File: src/rtl/latStreamPkg.sv
package latStreamPkg;
  // strobes from the control path into the buffer datapath
  typedef struct packed {
    logic push;
    logic pop;
  } strobe_t;
endpackage

File: src/rtl/latStreamCtrl.sv
module latStreamCtrl
  import latStreamPkg::*;
#(
  parameter int LATENCY = 2
) (
  input  logic    clk,
  input  logic    rstN,
  input  logic    inPush,
  input  logic    outReady,
  input  logic    bufFull,
  input  logic    bufEmpty,
  output strobe_t strobe,
  output logic    validOut
);
  logic [LATENCY-1:0] rdyPipe;

  generate
    if (LATENCY == 1) begin : gSingle
      always_ff @(posedge clk) begin
        if (!rstN) rdyPipe <= '0;
        else       rdyPipe <= outReady;
      end
    end else begin : gMulti
      always_ff @(posedge clk) begin
        if (!rstN) rdyPipe <= '0;
        else       rdyPipe <= {rdyPipe[LATENCY-2:0], outReady};
      end
    end
  endgenerate

  // the oldest stage marks the current cycle as granted
  logic grantNow;
  assign grantNow = rdyPipe[LATENCY-1];

  always_comb begin
    strobe.push = inPush & ~bufFull;
    strobe.pop  = grantNow & ~bufEmpty;
  end

  assign validOut = strobe.pop;
endmodule

File: src/rtl/latStreamBuf.sv
module latStreamBuf
  import latStreamPkg::*;
#(
  parameter int DATA_W  = 32,
  parameter int EMPTY_W = 2,
  parameter int CHAN_W  = 3,
  parameter int ERR_W   = 2,
  parameter int DEPTH   = 4
) (
  input  logic               clk,
  input  logic               rstN,
  input  strobe_t            strobe,
  input  logic [DATA_W-1:0]  inData,
  input  logic               inSop,
  input  logic               inEop,
  input  logic [EMPTY_W-1:0] inEmpty,
  input  logic [CHAN_W-1:0]  inChan,
  input  logic [ERR_W-1:0]   inErr,
  output logic               bufFull,
  output logic               bufEmpty,
  output logic [DATA_W-1:0]  outData,
  output logic               outSop,
  output logic               outEop,
  output logic [EMPTY_W-1:0] outEmpty,
  output logic [CHAN_W-1:0]  outChan,
  output logic [ERR_W-1:0]   outErr
);
  localparam int BEAT_W = DATA_W + 2 + EMPTY_W + CHAN_W + ERR_W;
  localparam int PTR_W  = (DEPTH > 1) ? $clog2(DEPTH) : 1;
  localparam int CNT_W  = $clog2(DEPTH + 1);

  logic [BEAT_W-1:0] mem [DEPTH];
  logic [PTR_W-1:0]  wrPtr, rdPtr;
  logic [CNT_W-1:0]  count;

  assign bufFull  = (count == CNT_W'(DEPTH));
  assign bufEmpty = (count == '0);

  always_ff @(posedge clk) begin
    if (!rstN) begin
      wrPtr <= '0;
      rdPtr <= '0;
      count <= '0;
      for (int i = 0; i < DEPTH; i++) mem[i] <= '0;
    end else begin
      if (strobe.push) begin
        mem[wrPtr] <= {inData, inSop, inEop, inEmpty, inChan, inErr};
        wrPtr <= (wrPtr == PTR_W'(DEPTH - 1)) ? '0 : wrPtr + 1'b1;
      end
      if (strobe.pop)
        rdPtr <= (rdPtr == PTR_W'(DEPTH - 1)) ? '0 : rdPtr + 1'b1;
      case ({strobe.push, strobe.pop})
        2'b10:   count <= count + 1'b1;
        2'b01:   count <= count - 1'b1;
        default: count <= count;
      endcase
    end
  end

  logic [DATA_W-1:0]  headData;
  logic               headSop, headEop;
  logic [EMPTY_W-1:0] headEmpty;
  logic [CHAN_W-1:0]  headChan;
  logic [ERR_W-1:0]   headErr;

  assign {headData, headSop, headEop, headEmpty, headChan, headErr} = mem[rdPtr];

  // every field is forced quiet outside a presented beat
  always_comb begin
    outData  = strobe.pop ? headData : '0;
    outSop   = strobe.pop & headSop;
    outEop   = strobe.pop & headEop;
    outEmpty = (strobe.pop & headEop) ? headEmpty : '0;
    outChan  = strobe.pop ? headChan : '0;
    outErr   = strobe.pop ? headErr : '0;
  end
endmodule

File: src/rtl/latStreamTx.sv
module latStreamTx
  import latStreamPkg::*;
#(
  parameter int SYM_W   = 8,
  parameter int SYMBOLS = 4,
  parameter int CHAN_W  = 3,
  parameter int ERR_W   = 2,
  parameter int LATENCY = 2,
  parameter int DEPTH   = LATENCY + 2,
  localparam int DATA_W  = SYM_W * SYMBOLS,
  localparam int EMPTY_W = (SYMBOLS > 1) ? $clog2(SYMBOLS) : 1
) (
  input  logic               clk,
  input  logic               rstN,
  input  logic               inPush,
  input  logic [DATA_W-1:0]  inData,
  input  logic               inSop,
  input  logic               inEop,
  input  logic [EMPTY_W-1:0] inEmpty,
  input  logic [CHAN_W-1:0]  inChan,
  input  logic [ERR_W-1:0]   inErr,
  output logic               inFull,
  input  logic               outReady,
  output logic               outValid,
  output logic [DATA_W-1:0]  outData,
  output logic               outSop,
  output logic               outEop,
  output logic [EMPTY_W-1:0] outEmpty,
  output logic [CHAN_W-1:0]  outChan,
  output logic [ERR_W-1:0]   outErr
);
  generate
    if (LATENCY < 1 || LATENCY > 2) begin : gBadLatency
      $error("latStreamTx: LATENCY must be 1 or 2");
    end
    if (DEPTH < LATENCY + 1) begin : gBadDepth
      $error("latStreamTx: DEPTH must be at least LATENCY+1");
    end
  endgenerate

  strobe_t strobe;
  logic    bufFull, bufEmpty;

  latStreamCtrl #(.LATENCY(LATENCY)) ctrl (
    .clk      (clk),
    .rstN     (rstN),
    .inPush   (inPush),
    .outReady (outReady),
    .bufFull  (bufFull),
    .bufEmpty (bufEmpty),
    .strobe   (strobe),
    .validOut (outValid)
  );

  latStreamBuf #(
    .DATA_W (DATA_W),
    .EMPTY_W(EMPTY_W),
    .CHAN_W (CHAN_W),
    .ERR_W  (ERR_W),
    .DEPTH  (DEPTH)
  ) buffer (
    .clk      (clk),
    .rstN     (rstN),
    .strobe   (strobe),
    .inData   (inData),
    .inSop    (inSop),
    .inEop    (inEop),
    .inEmpty  (inEmpty),
    .inChan   (inChan),
    .inErr    (inErr),
    .bufFull  (bufFull),
    .bufEmpty (bufEmpty),
    .outData  (outData),
    .outSop   (outSop),
    .outEop   (outEop),
    .outEmpty (outEmpty),
    .outChan  (outChan),
    .outErr   (outErr)
  );

  assign inFull = bufFull;
endmodule

File: config.mk
export PLATFORM = sky130hd
export DESIGN_NAME = latStreamTx
export DESIGN_NICKNAME = d
export VERILOG_FILES = /design/src/rtl/latStreamPkg.sv /design/src/rtl/latStreamCtrl.sv /design/src/rtl/latStreamBuf.sv /design/src/rtl/latStreamTx.sv
export SDC_FILE = /design/constraint.sdc
export NUM_CORES = 1
export LEC_CHECK = 0
export ABC_AREA = 1
export ABC_CLOCK_PERIOD_IN_PS = 4070
export BUFFER_PORTS_ARGS = -buffer_cell sky130_fd_sc_hd__buf_2
export CORE_ASPECT_RATIO = 1.2
export CORE_MARGIN = 2
export CORE_UTILIZATION = 35
export CTS_CLUSTER_SIZE = 14
export DETAILED_ROUTE_END_ITERATION = 6
export PLACE_DENSITY_LB_ADDON = 0.05
export SETUP_SLACK_MARGIN = 0.15
export SKIP_CTS_REPAIR_TIMING = 1
export SYNTH_ARGS = -nofsm -noshare
export SYNTH_HDL_FRONTEND = slang
export SYNTH_HIERARCHICAL = 1
export SYNTH_SLANG_ARGS = --single-unit
File: constraint.sdc
create_clock -name clk -period 4.07 [get_ports clk]
set_input_delay 0 -clock clk [delete_from_list [all_inputs] [get_ports clk]]
set_output_delay 0 -clock clk [all_outputs]
set_load 0.02 [all_outputs]
# [Word level (Yosys, flattened, before mapping)]
# Memories as Yosys holds them, arrays and structs flattened. A register that Yosys moved wholly into a read port is not among the register bits.
# Cells that the tools add are included.
[classes] add_sub_neg=4 n_bitwise=6 n_eq_ne=5 mux=16 n_reduce_logical=3
[ops] operator="$mux W41" count=1
[ops] operator="$reduce_or A41 Y1" count=1
[ops] operator="$mux W32" count=1
[ops] operator="$mux W2" count=7
[ops] operator="$eq A2 B2 Y1 const B" count=3
[ops] operator="$pmux W3 S2" count=1
[ops] operator="$mux W1" count=5
[ops] operator="$add A2 B1 Y2 const B" count=2
[ops] operator="$and A1 B1 Y1" count=4
[ops] operator="$add A3 B1 Y3 const B" count=1
[ops] operator="$eq A3 B3 Y1 const B" count=1
[ops] operator="$logic_not A3 Y1" count=1
[ops] operator="$mux W3" count=1
[ops] operator="$sub A3 B1 Y3 const B" count=1
[ops] operator="$eq A2 B1 Y1 const B" count=1
[ops] operator="$not A1 Y1" count=2
[ops] operator="$reduce_bool A2 Y1" count=1
[totals] mem_bits_rw=164 ff_bits=9 mem_count=1 output_inout_bits=43
[memory_table] memory="buffer.mem" words=4 width=41 rd=1 rd_ports_with_merged_regs=1 wr=4 line="latStreamBuf.sv:32" text="logic [BEAT_W-1:0] mem [DEPTH];"

# [Longest topological paths before layout]
# Gate-level depths: netlist of run 1.
[depth] depth_word=8 depth_mapped=13 depth_no_buf=13

# [Cells and area by module]
# The synthesis of run 1 kept the hierarchy.
[modules_own_cells] mod="latStreamBuf" instances=1 cells_per_inst=817 area_per_inst_um2=7764.9
[modules_own_cells] mod="latStreamCtrl" instances=1 cells_per_inst=11 area_per_inst_um2=82.6

# [Worst setup path after synthesis of run 1]
# OpenSTA, ideal clock, no wires.
[synth_timing] path_kind="reg2reg" start="reg buffer.count[0]" end="mem buffer/mem[3][0] (netlist name), enable pin" required_time_ps=3569 period_less_slack_ps=4391 path_slack_ps=-321 setup_ps=501 arrival_time_ps=3890 stages_incl_launch_ff=5 cell_sequence="dfxtp_1 nor3_1 nor2_2 inv_1 o31ai_1"
[synth_lines] element="start, declared" line="latStreamBuf.sv:34" text="logic [CNT_W-1:0] count;"
[synth_lines] element="start signal, assigned" line="latStreamBuf.sv:53" text="2'b10: count <= count + 1'b1;"
[synth_lines] element="start signal, assigned" line="latStreamBuf.sv:54" text="2'b01: count <= count - 1'b1;"
[synth_lines] element="start signal, assigned" line="latStreamBuf.sv:55" text="default: count <= count;"
[synth_lines] element="end, declared" line="latStreamBuf.sv:32"

==> flow_summary_export.csv, run 1 <==
group,metric,value,unit
placement,place_inst,1157,
worst_hold_path,worstHoldStart,"inEmpty[1]",
global_routing,grt_remaining_overflow,0,
logic_synthesis,ys_warn_count,6,
floorplanning,start_util,35.3,%
run,drv_cap,0,
sta,worstMarginPinSlew,1.16,ns
worst_setup_path,crit_arrival,2.67,ns
clocking,clk_pin_slew,0.07,ns
final_layout,final_util,42.7,%
detailed_routing,antenna_left,0,
global_routing,met2_usage,29.7,%
logic_synthesis,synth.area.mux_share,0,%
global_routing,use_met1,20.3,%
logic_synthesis,synthAdderAreaFrac,0.733,%
logic_synthesis,synthesis.nets,877,
clocking,worstSkewPairLatency,0.41,ns
floorplanning,io_pins,88,
final_layout,fin_cells,1230,
detailed_routing,viasPerCell,4.55,
clocking,cts_buffer_depth,2,
logic_synthesis,synth_xor_area_share,0,%
sta,hold_viol,0,
worst_setup_path,rr_endpoint,"buffer/mem[2][7]",
logic_synthesis,synth_top_cell_area_share,62.8,%
worst_hold_path,min_path_type,"in -> reg",
power_and_ir_drop,p_per_area,432,nW/um2
worst_setup_path,crit_required,3.95,ns
logic_synthesis,synth-simple-area-share,21.6,%
logic_synthesis,synth_area,7850,um2
worst_hold_path,holdPathStages,3,
logic_synthesis,ys_seq_area_share,65.6,%
sta,setup_tns,0,ns
clocking,h-tree-depth,4,
global_routing,antenna_found_initial,0,
logic_synthesis,synth_top_family_by_area,"simple AND/OR/NAND/NOR gates",
worst_setup_path,reg2reg_depth,7,
worst_hold_path,whs_endpoint,"buffer/mem[1][6]",
run_status,status,"completed",
clocking,cts_buffers,17,
detailed_routing,post-route-drc-count,0,
worst_setup_path,ff2ff_setup_slack,1.29,ns
final_layout,mostFrequentLayoutCells,"nor2_1 (247), nand2_1 (175), edfxtp_1 (164), buf_2 (87), inv_1 (71)",
worst_setup_path,crit_type,"reg -> reg",
power_and_ir_drop,power,4.10,mW
floorplanning,fp.dieH,168,um
logic_synthesis,synth_seq_cells,175,
global_routing,grt.total_usage,16.6,%
logic_synthesis,netlist_instances,828,
floorplanning,core_area,22200,um2
power_and_ir_drop,leakage,4.15,nW
final_layout,final_common_cell,"nor2_1",
placement,port_buffers,87,
sta,clock.fmax,0.359,GHz
final_layout,multiInputGateArea,2210,um2
sta,fin_hold_ws,0.00128,ns
final_layout,finalNetCount,989,
sta,finalSetupViolations,0,
global_routing,grt_max_degree,83,
sta,slew_headroom,22.3,%
logic_synthesis,synth_cell_types,23,
global_routing,grt_pass1_vias,5593,
floorplanning,die_area,23600,um2
worst_setup_path,critPathCaptureType,"flop",
detailed_routing,drt_wl_total,19.2,mm
detailed_routing,vias,5601,
final_layout,final-seq-area,5150,um2
worst_setup_path,crit_fanout,42,
placement,dp_hpwl,10.7,mm
floorplanning,row_count,60,
worst_setup_path,rr_startpoint,"buffer/count[0]",
final_layout,area_growth,20.9,%
logic_synthesis,synth.area.top_cells,"edfxtp_1 (63%), nor2_1 (12%), nand2_1 (8.6%), inv_1 (3.4%), dfxtp_1 (2.8%)",
final_layout,insertedDiodeCount,0,
logic_synthesis,synth_area_per_cell,9.48,um2
clocking,cts_num_sinks,175,
sta,post-route-period-util,68.4,%
logic_synthesis,synth_top_area_cell,"edfxtp_1",
sta,grt_setup_unrepaired,"no",
sta,min_period,2.78,ns
detailed_routing,post_drt_wl_per_cell,15.6,um
logic_synthesis,synth_compound_area_share,5.47,%
worst_setup_path,critPathLaunchType,"flop",
power_and_ir_drop,ir_drop,0.264,mV
global_routing,use_met3,3.16,%
placement,place_congestion,0.775,
final_layout,nFillCells,2213,
clocking,clockRootBuffer,"clkbuf_16",
global_routing,grt_pass1_wl,30.3,mm
clocking,cts_tree,"built",
sta,drv_slew,0,
detailed_routing,drt-initial-drc-count,306,
global_routing,grt.busiest_layer,"met2",
floorplanning,die_w,141,um
detailed_routing,dr.pass1.iters,4,
sta,finClkSkew,0.0112,ns
final_layout,drive_gt1_share,14.4,%
## synthesized netlist by cell type (all sizes together)
library cell  count
nand3             8
nand4             1
o22ai             1
nor3              3
inv              74
dfxtp            11
nand2           181
edfxtp          164
ha                3
buf              36
fa                1
clkbuf           11
nor2            250
o21ai            42
o31ai             1
a21oi            41
## final cells by class
class	instances	share of cell area (%)
clock buffer	20	4.60
clock inverter	10	1.24
inverter	74	2.93
multi-input combinational	532	23.3
sequential	175	54.3
tap	279	3.68
timing repair buffer	140	10.0
## report_power, final
group	switching [mW]	internal, mW	total [mW]	leakage [nW]
Clock	0.680	0.897	1.58	0.248
Sequential	0.0362	2.10	2.13	1.80
Combinational	0.269	0.122	0.392	2.11
Total	0.986	3.12	4.10	4.15
## per-layer routing
layer / vias to the layer above / share of wire (%)
li1: 2872 / -
met4: 0 / 0.97
met1: 2617 / 44
met3: 6 / 3.4
met2: 106 / 51
met5: - / 0
## cell families (layout without fill, tap and decap cells)
logic type                 count (synthesis)  count (layout)
DFF                                      175             175
adders and majority gates                  4               4
and+or+nand+nor                          443             443
AOI/OAI and AO/OA                         85              85
buffers and inverters                    121             244
## worst max-delay path: stages (launching register included)
cell	delay (ns)
dfxtp_1	0.35
nor3_1	0.29
nor2_2	0.12
nand2_2	0.11
nor2_4	0.05
nand2_2	0.05
buf_4	0.44
nand2_2	0.78
## per-stage QoR
step	setup slack, ns	instance area, um2
after detailed placement	1.23	8510
after floorplan	0.953	7850
after CTS	1.22	9060
after global routing	1.04	9490
final	1.29	9490
after global placement	1.32	8510
## how the worst max path moves through the flow
stage                          from           endpoint  slack, ns
finish              buffer/count[0]   buffer/mem[2][7]       1.29
CTS                 buffer/count[0]  buffer/mem[2][27]       1.22
floorplan           buffer/count[0]   buffer/mem[3][0]       0.95
global placement    buffer/count[2]  buffer/mem[2][37]       1.32
detailed placement  buffer/count[0]  buffer/mem[2][34]       1.23
global route        buffer/count[2]  buffer/mem[2][27]       1.04
## state kept, by name, summed over array words and instances, names as in the netlist, named ones only
name          flops
ctrl/rdyPipe      2
buffer/wrPtr      2
buffer/mem      164
buffer/rdPtr      2
buffer/count      3
Power figures use the tool's default switching activity.
==> run 2, diff against run 1 <==
- ABC_CLOCK_PERIOD_IN_PS: 4070 -> 2690
- clock period: 4.07 -> 2.69 ns (I/O delays scaled with it)
==> run 2 against run 1 <==
  * The flow now finishes with violations (negative hold slack)
  * Clock skew fell by 0.0028 ns
  * Worst setup slack got worse by 0.85 ns
  * Critical path type is now reg -> out
  * Sequential power increased by 51%
  * Power increased by 61%
  * Utilization rose by 0.99 points
  * Global-route usage rose by 1.1 points
  * Clock-buffer cell count is 2 lower
==> flow_summary_export.csv, run 2 (synthesis gave the netlist of run 1 again) <==
group,metric,value,unit
floorplanning,row_count,60,
detailed_routing,drt-initial-drc-count,384,
clocking,cts_num_sinks,175,
placement,place_congestion,0.746,
global_routing,grt_pass1_wl,31.7,mm
clocking,cts_buffers,17,
sta,grt_setup_unrepaired,"no",
worst_setup_path,crit_arrival,2.26,ns
clocking,worstSkewPairLatency,0.43,ns
final_layout,finalNetCount,1003,
power_and_ir_drop,ir_drop,0.442,mV
detailed_routing,dr.pass1.iters,5,
global_routing,antenna_found_initial,0,
final_layout,area_growth,23.7,%
clocking,cts_tree,"built",
worst_setup_path,reg2reg_depth,12,
worst_setup_path,endpoint,"outData[2]",
worst_setup_path,critPathCaptureType,"primary output",
run_status,violations,"negative hold slack",
sta,min_period,2.26,ns
detailed_routing,viasPerCell,4.71,
floorplanning,start_util,35.3,%
worst_setup_path,ff2ff_setup_slack,0.65,ns
worst_hold_path,min_path_type,"in -> reg",
worst_setup_path,crit_type,"reg -> out",
floorplanning,core_area,22200,um2
worst_setup_path,crit_path_start,"buffer/count[0]",
floorplanning,io_pins,88,
detailed_routing,post_drt_wl_per_cell,16.4,um
run,drv_cap,0,
worst_setup_path,crit_fanout,16,
sta,hold_viol,4,
worst_setup_path,critPathLaunchType,"flop",
worst_setup_path,rr_startpoint,"buffer/count[0]",
global_routing,grt_max_degree,42,
clocking,clockRootBuffer,"clkbuf_16",
global_routing,grt_remaining_overflow,0,
sta,slew_headroom,57.3,%
power_and_ir_drop,leakage,4.28,nW
sta,drv_slew,0,
final_layout,largest_reg_flops,164,
sta,worstMarginPinSlew,0.640,ns
sta,fin_hold_ws,-0.0260,ns
final_layout,drive_gt1_share,15.9,%
final_layout,top_register,"buffer/mem",
clocking,clk_pin_slew,0.07,ns
clocking,cts_buffer_depth,2,
final_layout,final_util,43.7,%
placement,port_buffers,87,
clocking,h-tree-depth,4,
floorplanning,die_w,141,um
placement,dp_hpwl,11.5,mm
sta,post-route-period-util,84.0,%
sta,setup_tns,0,ns
sta,finClkSkew,0.00839,ns
detailed_routing,antenna_left,0,
power_and_ir_drop,p_per_area,681,nW/um2
detailed_routing,vias,5874,
final_layout,nFillCells,2172,
detailed_routing,drt_wl_total,20.5,mm
final_layout,insertedDiodeCount,0,
sta,clock.fmax,0.443,GHz
global_routing,grt_pass1_vias,5618,
global_routing,grt.total_usage,17.7,%
run_status,status,"complete, but fails checks",
final_layout,reg.largest.list,"buffer/mem (164), buffer/count (3)",
sta,finalSetupViolations,0,
worst_setup_path,rr_endpoint,"buffer/count[2]",
floorplanning,fp.dieH,168,um
final_layout,final_common_cell,"nor2_1",
worst_setup_path,crit_required,2.69,ns
floorplanning,die_area,23600,um2
detailed_routing,post-route-drc-count,0,
final_layout,mostFrequentLayoutCells,"nor2_1 (247), nand2_1 (175), edfxtp_1 (164), buf_2 (87), inv_1 (71)",
## run 2: cell count changes in the layout (fill, tap and decap cells not counted), sizes merged
cell,before,now
buf,97,110
dlygate4sd3,43,44
bufinv,2,5
clkinvlp,6,3
clkbuf,20,18
inv,74,78
## run 2: how the worst min path moves through the flow
stage,end,cells past startpoint,slack [ns],startpoint
2_1_floorplan,ctrl/rdyPipe[0],2,0.09,outReady
3_3_place_gp,ctrl/rdyPipe[0],3,0.18,outReady
3_5_place_dp,ctrl/rdyPipe[0],3,0.18,outReady
4_1_cts,ctrl/rdyPipe[0],3,-0.27,outReady
5_1_grt,buffer/mem[0][26],3,0.01,inData[17]
6_report,buffer/mem[3][26],3,-0.03,inData[17]
## run 2: area by class of cell
| type | count | area [um2] | share of cell area (%) |
|---|---|---|---|
| flip-flops and latches | 175 | 5150 | 53.0 |
| multi-input cells | 532 | 2210 | 22.7 |
| repair buffers | 154 | 1070 | 11.1 |
| clock buffers | 18 | 429 | 4.42 |
| well taps | 279 | 349 | 3.59 |
| inverters | 74 | 278 | 2.86 |
| clock inverters | 14 | 225 | 2.32 |
## run 2: metrics by stage
stage          power [mW]  cell area, um2  setup WS, ns  cells  hold slack (ns)
2_1_floorplan        3.64            7870         0.284    828           0.0935
3_3_place_gp         3.86            8620         0.762   1170            0.181
3_5_place_dp         3.87            8620         0.658   1170            0.182
4_1_cts              6.63            9270         0.330   1202           -0.272
5_1_grt              6.85            9710         0.258   1246           0.0148
6_report             6.61            9710         0.431   1246          -0.0260
## run 2: worst max-delay path: stages (launching register included)
cell and delay, ns:
dfxtp_1 0.39, nor3_1 0.10, nor2_2 0.25, clkinv_1 0.31
buf_4 0.31, a21oi_1 0.25, buf_2 0.22
## run 2: routing by layer
metal	vias to the layer above	track usage [%]	share of wire, %
li1	2907	-	-
met4	0	4.30	0.76
met1	2846	23.3	46
met3	11	3.27	3.7
met5	-	0	0
met2	110	30.2	50
## run 2: power breakdown
group	internal [mW]	leakage [nW]	total, mW	switching, mW
registers	3.17	1.80	3.22	0.0573
clock network	1.67	0.309	2.77	1.10
logic	0.201	2.17	0.620	0.420
total	5.03	4.28	6.61	1.58
==> run 3, diff against run 2 <==
- ABC_CLOCK_PERIOD_IN_PS: 2690 -> 2300
- clock period: 2.69 -> 2.3 ns (I/O delays scaled with it)
==> run 3 against run 2 <==
  * The flow still finishes with violations (negative hold slack)
  * Routed wire length is 3.3% lower
  * First-iteration DRC count is 6.8% lower
  * Critical path depth is 1 higher
  * Combinational power is 19% higher
  * Via count is 0.44% lower
  * Die area stayed put
  * Sequential share of layout area is 0.25 points higher
  * Worst hold slack better by 0.0071 ns
  * Sequential power is 17% higher
  * Power is 9.6% higher
  * Largest power group unchanged
==> flow_summary_export.csv, run 3 (synthesis gave the netlist of run 1 again) <==
group,metric,value,unit
sta,finalSetupViolations,0,
sta,drv_slew,0,
placement,post-place-ws,0.456,ns
floorplanning,die_w,141,um
floorplanning,io_pins,88,
run_status,violations,"negative hold slack",
final_layout,finalNetCount,1002,
sta,worstMarginPinSlew,0.586,ns
sta,fin_hold_ws,-0.0189,ns
clocking,worstSkewPairLatency,0.43,ns
run,drv_cap,0,
detailed_routing,viasPerCell,4.70,
worst_setup_path,crit_arrival,2.05,ns
detailed_routing,drt_wl_total,19.8,mm
power_and_ir_drop,netSwitchingPower,1.80,mW
sta,slew_headroom,61.0,%
clocking,cts_tree,"built",
global_routing,grt_pass1_wl,30.3,mm
final_layout,area_growth,23.2,%
floorplanning,core_area,22200,um2
final_layout,final_common_cell,"nor2_1",
sta,clock.fmax,0.488,GHz
global_routing,grt_remaining_overflow,0,
detailed_routing,antenna_left,0,
clocking,cts_num_sinks,175,
power_and_ir_drop,power_frac_clock,37.8,%
sta,finClkSkew,0.00864,ns
sta,postLayoutSetupSlackWorst,0.252,ns
floorplanning,row_count,60,
worst_setup_path,crit_fanout,36,
worst_setup_path,crit_type,"reg -> out",
final_layout,mostFrequentLayoutCells,"nor2_1 (247), nand2_1 (175), edfxtp_1 (164), buf_2 (87), inv_1 (69)",
sta,hold_viol,1,
global_routing,grt.total_usage,16.7,%
clocking,clk_pin_slew,0.07,ns
power_and_ir_drop,power,7.25,mW
floorplanning,start_util,35.3,%
run_status,status,"complete, but fails checks",
sta,min_period,2.05,ns
clocking,clockRootBuffer,"clkbuf_16",
final_layout,reg.largest.list,"buffer/mem (164), buffer/count (3)",
detailed_routing,dr.pass1.iters,4,
power_and_ir_drop,seqPwrFrac,52.0,%
global_routing,grt_max_degree,83,
floorplanning,die_area,23600,um2
worst_hold_path,min_path_type,"in -> reg",
placement,place_congestion,0.712,
power_and_ir_drop,internal_power,5.45,mW
clocking,cts_buffers,17,
final_layout,insertedDiodeCount,0,
placement,dp_hpwl,11.0,mm
floorplanning,fp.dieH,168,um
power_and_ir_drop,p_per_area,749,nW/um2
final_layout,stdcell_area,9670,um2
detailed_routing,post-route-drc-count,0,
final_layout,largest_reg_flops,164,
global_routing,grt_pass1_vias,5600,
global_routing,antenna_found_initial,0,
sta,post-route-period-util,89.0,%
clocking,cts_buffer_depth,2,
sta,setup_tns,0,ns
power_and_ir_drop,leakage,4.25,nW
final_layout,final_util,43.5,%
sta,grt_setup_unrepaired,"yes",
worst_setup_path,critPathLaunchType,"flop",
final_layout,top_register,"buffer/mem",
placement,port_buffers,87,
power_and_ir_drop,p_comb_share,10.2,%
detailed_routing,post_drt_wl_per_cell,15.9,um
final_layout,drive_gt1_share,16.3,%
power_and_ir_drop,ir_drop,0.511,mV
power_and_ir_drop,switching_share,24.8,%
detailed_routing,vias,5848,
worst_setup_path,critPathCaptureType,"primary output",
worst_setup_path,crit_required,2.30,ns
placement,dpl_cell_area,8650,um2
clocking,h-tree-depth,4,
detailed_routing,drt-initial-drc-count,358,
run 3: cell types whose count changed in the layout (fill, tap and decap cells not counted), sizes merged:
cell	previous run	this run
buf	110	108
bufinv	5	1
clkbuf	18	21
clkinv	2	5
clkinvlp	3	4
inv	78	76
run 3: through the flow:
step           hold WS [ns]  cells
6_report            -0.0189   1245
5_1_grt              0.0456   1245
4_1_cts              -0.260   1200
3_5_place_dp          0.189   1168
3_3_place_gp          0.180   1168
2_1_floorplan        0.0935    828
run 3: routing by layer:
metal | up-vias | part of all wire, % | wire length [um] | global-route usage (%)
met4 | 0 | 1.1 | 208 | 4.83
met5 | - | 0 | 0 | 0
li1 | 2902 | - | - | -
met2 | 107 | 50 | 9810 | 28.7
met3 | 15 | 3.2 | 642 | 2.56
met1 | 2824 | 46 | 9140 | 21.8
run 3: cell type report:
cell class | count | area [um2]
Clock inverter | 12 | 114
Sequential cell | 175 | 5150
Clock buffer | 20 | 437
Tap cell | 279 | 349
Timing Repair Buffer | 153 | 1120
Fill cell | 2179 | 12600
Inverter | 74 | 280
Multi-Input combinational cell | 532 | 2220
run 3: worst max-delay path, stage by stage, from the launching register on:
cell and delay [ns]:
dfxtp_4 0.35, inv_2 0.32, buf_12 0.27, nand2_1 0.07
nand2_1 0.06, nand2_1 0.05, a21oi_1 0.27, buf_2 0.23
run 3: final timing paths:
kind                            cells past startpoint       startpoint         endpoint  slack [ns]
worst min register to register                      2  ctrl/rdyPipe[0]  ctrl/rdyPipe[1]        0.43
worst max-delay path                                7             flop      outData[11]        0.25
worst min-delay path                                5           inPush  buffer/wrPtr[1]       -0.02
worst max register to register                     11  buffer/count[0]  buffer/count[2]        0.41
run 3: power groups by stage:
stage | Sequential [mW] | Combinational [mW] | Clock (mW)
6_report | 3.77 | 0.740 | 2.74
3_3_place_gp | 3.83 | 0.681 | 0
4_1_cts | 3.77 | 0.696 | 2.79
3_5_place_dp | 3.84 | 0.693 | 0
2_1_floorplan | 3.82 | 0.444 | 0
5_1_grt | 3.79 | 0.839 | 2.90
